<file path="config.mk">
export PLATFORM = sky130hd
export DESIGN_NAME = hsq_seq_elem
export DESIGN_NICKNAME = d
export VERILOG_FILES = /design/src/rtl/hsq_pkg.sv /design/src/rtl/hsq_phase_bit.sv /design/src/rtl/hsq_out_rules.sv /design/src/rtl/hsq_proto_mon.sv /design/src/rtl/hsq_seq_elem.sv
export SDC_FILE = /design/constraint.sdc
export NUM_CORES = 1
export LEC_CHECK = 0
export BUFFER_PORTS_ARGS = -buffer_cell sky130_fd_sc_hd__buf_2
export CORE_AREA = 3 3 40 42
export CTS_BUF_LIST = sky130_fd_sc_hd__clkbuf_16
export CTS_CLUSTER_DIAMETER = 120
export DETAILED_ROUTE_END_ITERATION = 12
export DIE_AREA = 0 0 43 45
export HOLD_SLACK_MARGIN = 0.15
export PLACE_DENSITY_LB_ADDON = 0.1
export SLEW_MARGIN = 20
export SYNTH_ARGS = -nofsm -noshare
export SYNTH_HDL_FRONTEND = slang
export SYNTH_SLANG_ARGS = --single-unit
export TNS_END_PERCENT = 50
</file>
<file path="constraint.sdc">
create_clock -name clk -period 1 [get_ports clk]
set_input_delay 0.2 -clock clk [delete_from_list [all_inputs] [get_ports clk]]
set_output_delay 0.2 -clock clk [all_outputs]
set_load 0.02 [all_outputs]
</file>
<file path="src/rtl/hsq_pkg.sv">
package hsq_pkg;

    // Registered state of the sequencer
    typedef struct packed {
        logic phase;      // set once the right side has answered
        logic rreq;       // right request output
        logic lack;       // left acknowledge output
        logic lreq_prev;  // left request seen at previous edge
        logic rack_prev;  // right acknowledge seen at previous edge
        logic perr;       // sticky violation flag
    } hsq_state_t;

    localparam hsq_state_t HSQ_RESET = '{default: 1'b0};

endpackage

</file>
<file path="src/rtl/hsq_phase_bit.sv">
// Next value of the phase bit: set by a high right acknowledge,
// cleared by a low left request, held otherwise.
module hsq_phase_bit (
    input  logic phase_q,
    input  logic lreq,
    input  logic rack,
    output logic phase_d
);
    always_comb begin
        if (rack) begin
            phase_d = 1'b1;
        end else if (!lreq) begin
            phase_d = 1'b0;
        end else begin
            phase_d = phase_q;
        end
    end
endmodule

</file>
<file path="src/rtl/hsq_out_rules.sv">
// Output rules driven by the phase bit and the sampled inputs.
module hsq_out_rules (
    input  logic phase_q,
    input  logic lreq,
    input  logic rack,
    output logic rreq_d,
    output logic lack_d
);
    logic rreq_up;
    logic rreq_down;
    logic lack_up;
    logic lack_down;

    always_comb begin
        rreq_up   = !phase_q && lreq;
        rreq_down = phase_q || !lreq;
        lack_up   = phase_q && !rack;
        lack_down = !phase_q || rack;
        rreq_d    = rreq_up && !rreq_down;
        lack_d    = lack_up && !lack_down;
    end
endmodule

</file>
<file path="src/rtl/hsq_proto_mon.sv">
// Detects environment moves that break the four-phase protocol.
module hsq_proto_mon (
    input  logic lreq,
    input  logic rack,
    input  logic lreq_prev,
    input  logic rack_prev,
    input  logic rreq_q,
    input  logic lack_q,
    input  logic perr_q,
    output logic perr_d
);
    logic rack_rise;
    logic rack_fall;
    logic lreq_rise;
    logic lreq_fall;
    logic bad;

    always_comb begin
        rack_rise = rack && !rack_prev;
        rack_fall = !rack && rack_prev;
        lreq_rise = lreq && !lreq_prev;
        lreq_fall = !lreq && lreq_prev;
        bad = (rack_rise && !rreq_q) ||
              (rack_fall && rreq_q)  ||
              (lreq_fall && !lack_q) ||
              (lreq_rise && lack_q);
        perr_d = perr_q || bad;
    end
endmodule

</file>
<file path="src/rtl/hsq_seq_elem.sv">
module hsq_seq_elem
    import hsq_pkg::*;
(
    input  logic clk,
    input  logic rst_n,
    input  logic lreq_i,
    output logic lack_o,
    output logic rreq_o,
    input  logic rack_i,
    output logic perr_o
);
    hsq_state_t st_q;
    hsq_state_t st_d;

    logic phase_d;
    logic rreq_d;
    logic lack_d;
    logic perr_d;

    hsq_phase_bit u_phase (
        .phase_q (st_q.phase),
        .lreq    (lreq_i),
        .rack    (rack_i),
        .phase_d (phase_d)
    );

    hsq_out_rules u_rules (
        .phase_q (st_q.phase),
        .lreq    (lreq_i),
        .rack    (rack_i),
        .rreq_d  (rreq_d),
        .lack_d  (lack_d)
    );

    hsq_proto_mon u_mon (
        .lreq      (lreq_i),
        .rack      (rack_i),
        .lreq_prev (st_q.lreq_prev),
        .rack_prev (st_q.rack_prev),
        .rreq_q    (st_q.rreq),
        .lack_q    (st_q.lack),
        .perr_q    (st_q.perr),
        .perr_d    (perr_d)
    );

    always_comb begin
        st_d           = st_q;
        st_d.phase     = phase_d;
        st_d.rreq      = rreq_d;
        st_d.lack      = lack_d;
        st_d.lreq_prev = lreq_i;
        st_d.rack_prev = rack_i;
        st_d.perr      = perr_d;
    end

    always_ff @(posedge clk or negedge rst_n) begin
        if (!rst_n) begin
            st_q <= HSQ_RESET;
        end else begin
            st_q <= st_d;
        end
    end

    assign rreq_o = st_q.rreq;
    assign lack_o = st_q.lack;
    assign perr_o = st_q.perr;
endmodule

</file>
==> results.cfg, run 1 <==
[power_and_ir_drop]
share_seq_of_total_power_pct = 28.0
netSwitchingPower_w = 0.000151
share_clk_of_total_power_pct = 66.9
internal-power_w = 0.000794
power-per-cell-area_mw_per_mm2 = 2510
power.total_w = 0.000945
share_comb_of_total_power_pct = 5.2
maximum_vdd_ir_drop_v = 0.000858
leakage_nw = 0.168
power_switching_share_pct = 16.0

[timing]
worst_slew_pin_slew_ns = 0.189
final.period_utilization_pct = 98.1
setup_ws_ns = 0.0193
holdWs_ns = 0.207
finalSetupTns_ns = 0
finalHoldViolCount = 0
slew_headroom_pct = 87.4
max_slew_violation_total_from_the_final_report = 0
layout_min_cycle_time_ns = 0.981
unrepaired_setup_endpoints_after_global_routing = yes
fmaxAchievable_ghz = 1.02
setup_viol = 0
finClkSkew_ns = 0.000195

[worst_setup_path]
worst_setup_path_end_kind = output pin
crit_arrival_ns = 0.78
timing.reg2reg.setup_slack_ns = 0.09
timing_worst_setup_path_type = flop to output pin
worstSetupPathDepth = 1
critPathLaunchType = flop
largest_stage_delay_worst_path_ns = 0.39
rr_endpoint = perr_o$_DFF_PN0_
cp_max_fo = 3
cpLargestDelayFamily = flip-flops
critPathLaunch = lack_o$_DFF_PN0_
timing.critical_path.required_ns = 0.80
path_cells = buf_4
crit_buf_inv = 1
r2r-start = lack_o$_DFF_PN0_
critical_path.slowest_cell = sky130_fd_sc_hd__dfrtp_1
worst-r2r-cell-count = 3

[detailed_routing]
drc_errors = 0
totalWireLength_um = 396
number_of_antenna_violating_nets_in_the_routed_design = 0
route.vias.total = 162
drt_pass_1_iters = 1
drt-vias-per-instance = 3.86
wire_per_inst_um = 9.43
drt_iter0_drc = 0

[synthesis]
synth.yosys.seq_area_share_pct = 68.2
synth_simple_gate_area_share_pct = 21.0
synth_compound_area_share_pct = 10.8
count_of_different_cell_masters_after_synthesis = 9
synthesized_area_per_cell_um2 = 14.7
synthTopCellsByCount = sky130_fd_sc_hd__dfrtp_1, sky130_fd_sc_hd__nor2b_1
synth.yosys.warnings = 0
synth_largest_type_area_fraction_pct = 68.2
yosys_reg_bits = 6
post-synth-top-count-cell = sky130_fd_sc_hd__dfrtp_1
yosysTopAreaCell = sky130_fd_sc_hd__dfrtp_1
main_combinational_cell_family_by_area_after_synthesis = simple AND/OR/NAND/NOR gates
netlist_top_cells_area = sky130_fd_sc_hd__dfrtp_1, sky130_fd_sc_hd__a221oi_2, sky130_fd_sc_hd__nor2b_1
synth_fa_ha_area_share_pct = 0
synth_cells = 15
async_reset_ff_share_pct = 100
synth-main-ff-cell = sky130_fd_sc_hd__dfrtp_1
yosys-mux-area-fraction_pct = 0
synthesis.area_um2 = 220
synthesis.nets = 19
post_synth_xor_area_fraction_pct = 0
post_synth_edffs = 0

[global_route]
largest_net_degree_at_the_start_of_global_routing = 7
first_global_vias = 167
grt_pass1_wl_um = 696
antenna_found_initial = 0
grt_util_all_layers_pct = 5.45
globalRoute.totalOverflow = 0

[flow_run]
cap_violations = 0

[cts]
tritoncts_num_sinks = 6
post-cts-setup-buffers = 0
tritoncts_clock_tree = built
cts.root.buffer_cell = sky130_fd_sc_hd__clkbuf_16
cts_inserted_buffers = 3
clkLatencyLatePin_ns = 0.22
htreeDepth = 1
cts_max_path_buffers = 2
clk_pin_slew_ns = 0.03

[floorplan]
core_area_mm2 = 0.00128
die_area_mm2 = 0.00194
die_h_um = 45
starting_utilization_of_the_core_area_pct = 17.1
fp.dieW_um = 43
io_pins = 7
fp-row-count = 13

[cells_and_area]
nNetsFinal = 33
synthToLayoutAreaGrowth_pct = 71.0
layout-drive-gt1-share_pct = 44.4
antenna-diode-count = 0
post-route-util_pct = 29.3
final.fill_count = 130

[hold_path]
worst_hold_startpoint = rack_i
worst_hold_endpoint = st_q[5]$_DFFE_PN0P_
hp-class = input port to flop
hold-path-cell-count = 2

[place]
portBuffers = 6
dp_worst_setup_slack_ns = 0.0706
gp_routability_congestion = 0.581

[run_status]
status = finished, final reports clean
==> power groups by stage <==
stage | Sequential, W | Combinational [W] | Clock, W
after floorplan | 0.000272 | 0.0000133 | 0
after global placement | 0.000266 | 0.0000396 | 0
after detailed placement | 0.000267 | 0.0000397 | 0
after CTS | 0.000264 | 0.0000487 | 0.000642
after global routing | 0.000267 | 0.0000544 | 0.000665
final | 0.000264 | 0.0000489 | 0.000632
==> flip-flops by register name (all words and copies together), names as in the netlist <==
signal,flops
perr_o,1
st_q,3
rreq_o,1
lack_o,1
==> cells in the final DEF (no fill, tap or decap) <==
cell type,instances
sky130_fd_sc_hd__a21o_2,1
sky130_fd_sc_hd__a221oi_2,1
sky130_fd_sc_hd__and2b_2,1
sky130_fd_sc_hd__buf_2,5
sky130_fd_sc_hd__buf_4,1
sky130_fd_sc_hd__clkbuf_16,3
sky130_fd_sc_hd__dfrtp_1,6
sky130_fd_sc_hd__dlygate4sd3_1,3
sky130_fd_sc_hd__nand3_1,1
sky130_fd_sc_hd__nand3b_1,1
sky130_fd_sc_hd__nor2_1,1
sky130_fd_sc_hd__nor2b_1,2
sky130_fd_sc_hd__or3b_1,1
==> kinds of logic (layout without fill, tap and decap cells) <==
kind of cell / Yosys count / in the layout
and+or+nand+nor: 7 / 7
DFF: 6 / 6
AOI/OAI and AO/OA: 2 / 2
buffers and inverters: 0 / 12
==> final cells by class <==
cell class,count,area (um2),area share (%)
multi-input cells,9,70.1,18.6
repair buffers,9,62.6,16.6
clock buffers,3,75.1,19.9
flip-flops and latches,6,150,39.9
well taps,15,18.8,4.98
==> stage by stage <==
stage,std cells,instance area (um2)
after floorplan,15,220
after global placement,36,269
after detailed placement,36,269
after CTS,42,374
after global routing,42,377
final,42,377
==> worst max-delay path by stage <==
stage                        to
3_5_place_dp   perr_o$_DFF_PN0_
2_1_floorplan  perr_o$_DFF_PN0_
4_1_cts                  lack_o
3_3_place_gp   perr_o$_DFF_PN0_
5_1_grt                  lack_o
6_report                 lack_o
==> timing repair <==
item                                   in CTS  in global routing
hold buffers                                3                  0
resized for setup                           0                  1
setup endpoints to repair                   0                  1
endpoints found under the hold margin       8                  0
==> layer usage <==
layer	GRT usage (%)	part of all wire [%]	wire length (um)
met2	6.59	42	165
met3	5.58	12	49
met5	0	0	0
met4	3.61	0	0
met1	5.67	46	181
(Power assumes the default switching activity.)
==> run 2, diff against run 1 <==
- ABC_CLOCK_PERIOD_IN_PS: not set -> 1000
- BUFFER_PORTS_ARGS: -buffer_cell sky130_fd_sc_hd__buf_2 -> -buffer_cell sky130_fd_sc_hd__buf_4
==> run 2 against run 1 <==
Against the previous run:
- highest routed layer unchanged
- worst setup slack better by 0.015 ns
- sequential power is essentially flat
- total power up 0.99%
- fmax rose by 1.5%
- critical path type unchanged
- global-route usage increased by 0.34 points
- register-to-register slack hardly changed
- routed wire length decreased by 0.51%
==> results.cfg, run 2 (same netlist as run 1, synthesis figures left out) <==
[run_status]
status = finished, final reports clean

[detailed_routing]
drc_errors = 0
totalWireLength_um = 394
drt_pass_1_iters = 1
drt-vias-per-instance = 3.74
number_of_antenna_violating_nets_in_the_routed_design = 0
wire_per_inst_um = 9.38
route.vias.total = 157
drt_iter0_drc = 0

[timing]
slew_headroom_pct = 87.5
holdWs_ns = 0.184
layout_min_cycle_time_ns = 0.966
worst_slew_pin_slew_ns = 0.187
finalHoldViolCount = 0
max_slew_violation_total_from_the_final_report = 0
final.period_utilization_pct = 96.6
fmaxAchievable_ghz = 1.04
unrepaired_setup_endpoints_after_global_routing = yes
setup_viol = 0
finClkSkew_ns = 0.00162

[worst_setup_path]
timing.critical_path.required_ns = 0.80
crit_buf_inv = 1
critPathLaunch = lack_o$_DFF_PN0_
critPathLaunchType = flop
timing_worst_setup_path_type = flop to output pin
critical_path.slowest_cell = sky130_fd_sc_hd__dfrtp_1
worst_setup_path_end_kind = output pin
cpLargestDelayFamily = flip-flops
cp_max_fo = 3
path_cells = buf_6
crit_arrival_ns = 0.77
r2r-start = lack_o$_DFF_PN0_
largest_stage_delay_worst_path_ns = 0.40

[cells_and_area]
antenna-diode-count = 0
nNetsFinal = 33
register_area_um2 = 150
layout.cells.most_common = sky130_fd_sc_hd__dfrtp_1
commonest_cells_after_routing_fill_and_taps_aside = sky130_fd_sc_hd__dfrtp_1, sky130_fd_sc_hd__buf_4, sky130_fd_sc_hd__clkbuf_16, sky130_fd_sc_hd__dlygate4sd3_1, sky130_fd_sc_hd__nor2b_1
post-route-util_pct = 30.6
largest_register_ffs = 3
synthToLayoutAreaGrowth_pct = 78.4
register_with_the_most_flip_flops = st_q
final.fill_count = 131
multi_input_area_um2 = 70.1
layout-drive-gt1-share_pct = 44.4

[floorplan]
io_pins = 7
fp.dieW_um = 43
starting_utilization_of_the_core_area_pct = 17.1
die_area_mm2 = 0.00194
fp-row-count = 13
core_area_mm2 = 0.00128
die_h_um = 45

[global_route]
grt_pass1_wl_um = 752
first_global_vias = 182
globalRoute.totalOverflow = 0
largest_net_degree_at_the_start_of_global_routing = 7
grt_util_all_layers_pct = 5.79
antenna_found_initial = 0

[power_and_ir_drop]
power-per-cell-area_mw_per_mm2 = 2430
power.total_w = 0.000954
maximum_vdd_ir_drop_v = 0.000882
leakage_nw = 0.174

[hold_path]
hp-class = input port to flop
worst_hold_startpoint = rack_i

[cts]
clk_pin_slew_ns = 0.03
clkLatencyLatePin_ns = 0.22
cts.root.buffer_cell = sky130_fd_sc_hd__clkbuf_16
post-cts-setup-buffers = 0
htreeDepth = 1
tritoncts_clock_tree = built
cts_inserted_buffers = 3
cts_max_path_buffers = 2
tritoncts_num_sinks = 6

[place]
portBuffers = 6
gp_routability_congestion = 0.613

[flow_run]
cap_violations = 0
==> run 2: timing repair <==
| action | in CTS | in global routing |
|---|---|---|
| gates resized for setup | 0 | 1 |
| endpoints found under the setup margin | 0 | 2 |
| endpoints found under the hold margin | 8 | 0 |
| hold buffers | 3 | 0 |
==> run 2: final timing paths <==
check | depth (start not counted) | slack, ns | endpoint
max in group asynchronous | 2 | 0.56 | st_q[1]$_DFF_PN0_
min in group asynchronous | 2 | 0.33 | lack_o$_DFF_PN0_
max | 1 | 0.03 | lack_o
min | 2 | 0.18 | st_q[5]$_DFFE_PN0P_
max reg2reg | 3 | 0.10 | perr_o$_DFF_PN0_
min reg2reg | 1 | 0.45 | rreq_o$_DFF_PN0_
==> run 2: layout make-up <==
| cell class | count | area share, % |
|---|---|---|
| sequential | 6 | 38.2 |
| multi-input combinational | 9 | 17.8 |
| timing repair buffer | 9 | 20.1 |
| clock buffer | 3 | 19.1 |
| tap | 15 | 4.78 |
==> run 2: power by group <==
part | leakage (nW) | switching, W | internal, W | total (W)
registers | 0.0686 | 0.00000867 | 0.000256 | 0.000265
clock network | 0.0370 | 0.000122 | 0.000512 | 0.000634
logic | 0.0682 | 0.0000225 | 0.0000325 | 0.0000550
==> run 2: metal layers <==
layer / part of all wire [%] / global-route usage (%) / vias up
li1: - / - / 76
met5: 0 / 0 / -
met4: 0 / 3.61 / 0
met1: 49 / 6.16 / 75
met2: 39 / 7.19 / 6
met3: 11 / 5.58 / 0
==> run 2: per-stage QoR <==
step,setup TNS (ns),setup slack [ns],cell area [um2],instances
2_1_floorplan,0,0.00101,220,15
3_3_place_gp,0,0.0922,284,36
3_5_place_dp,0,0.0751,284,36
4_1_cts,0,0.0150,389,42
5_1_grt,-0.0129,-0.00893,393,42
6_report,0,0.0340,393,42
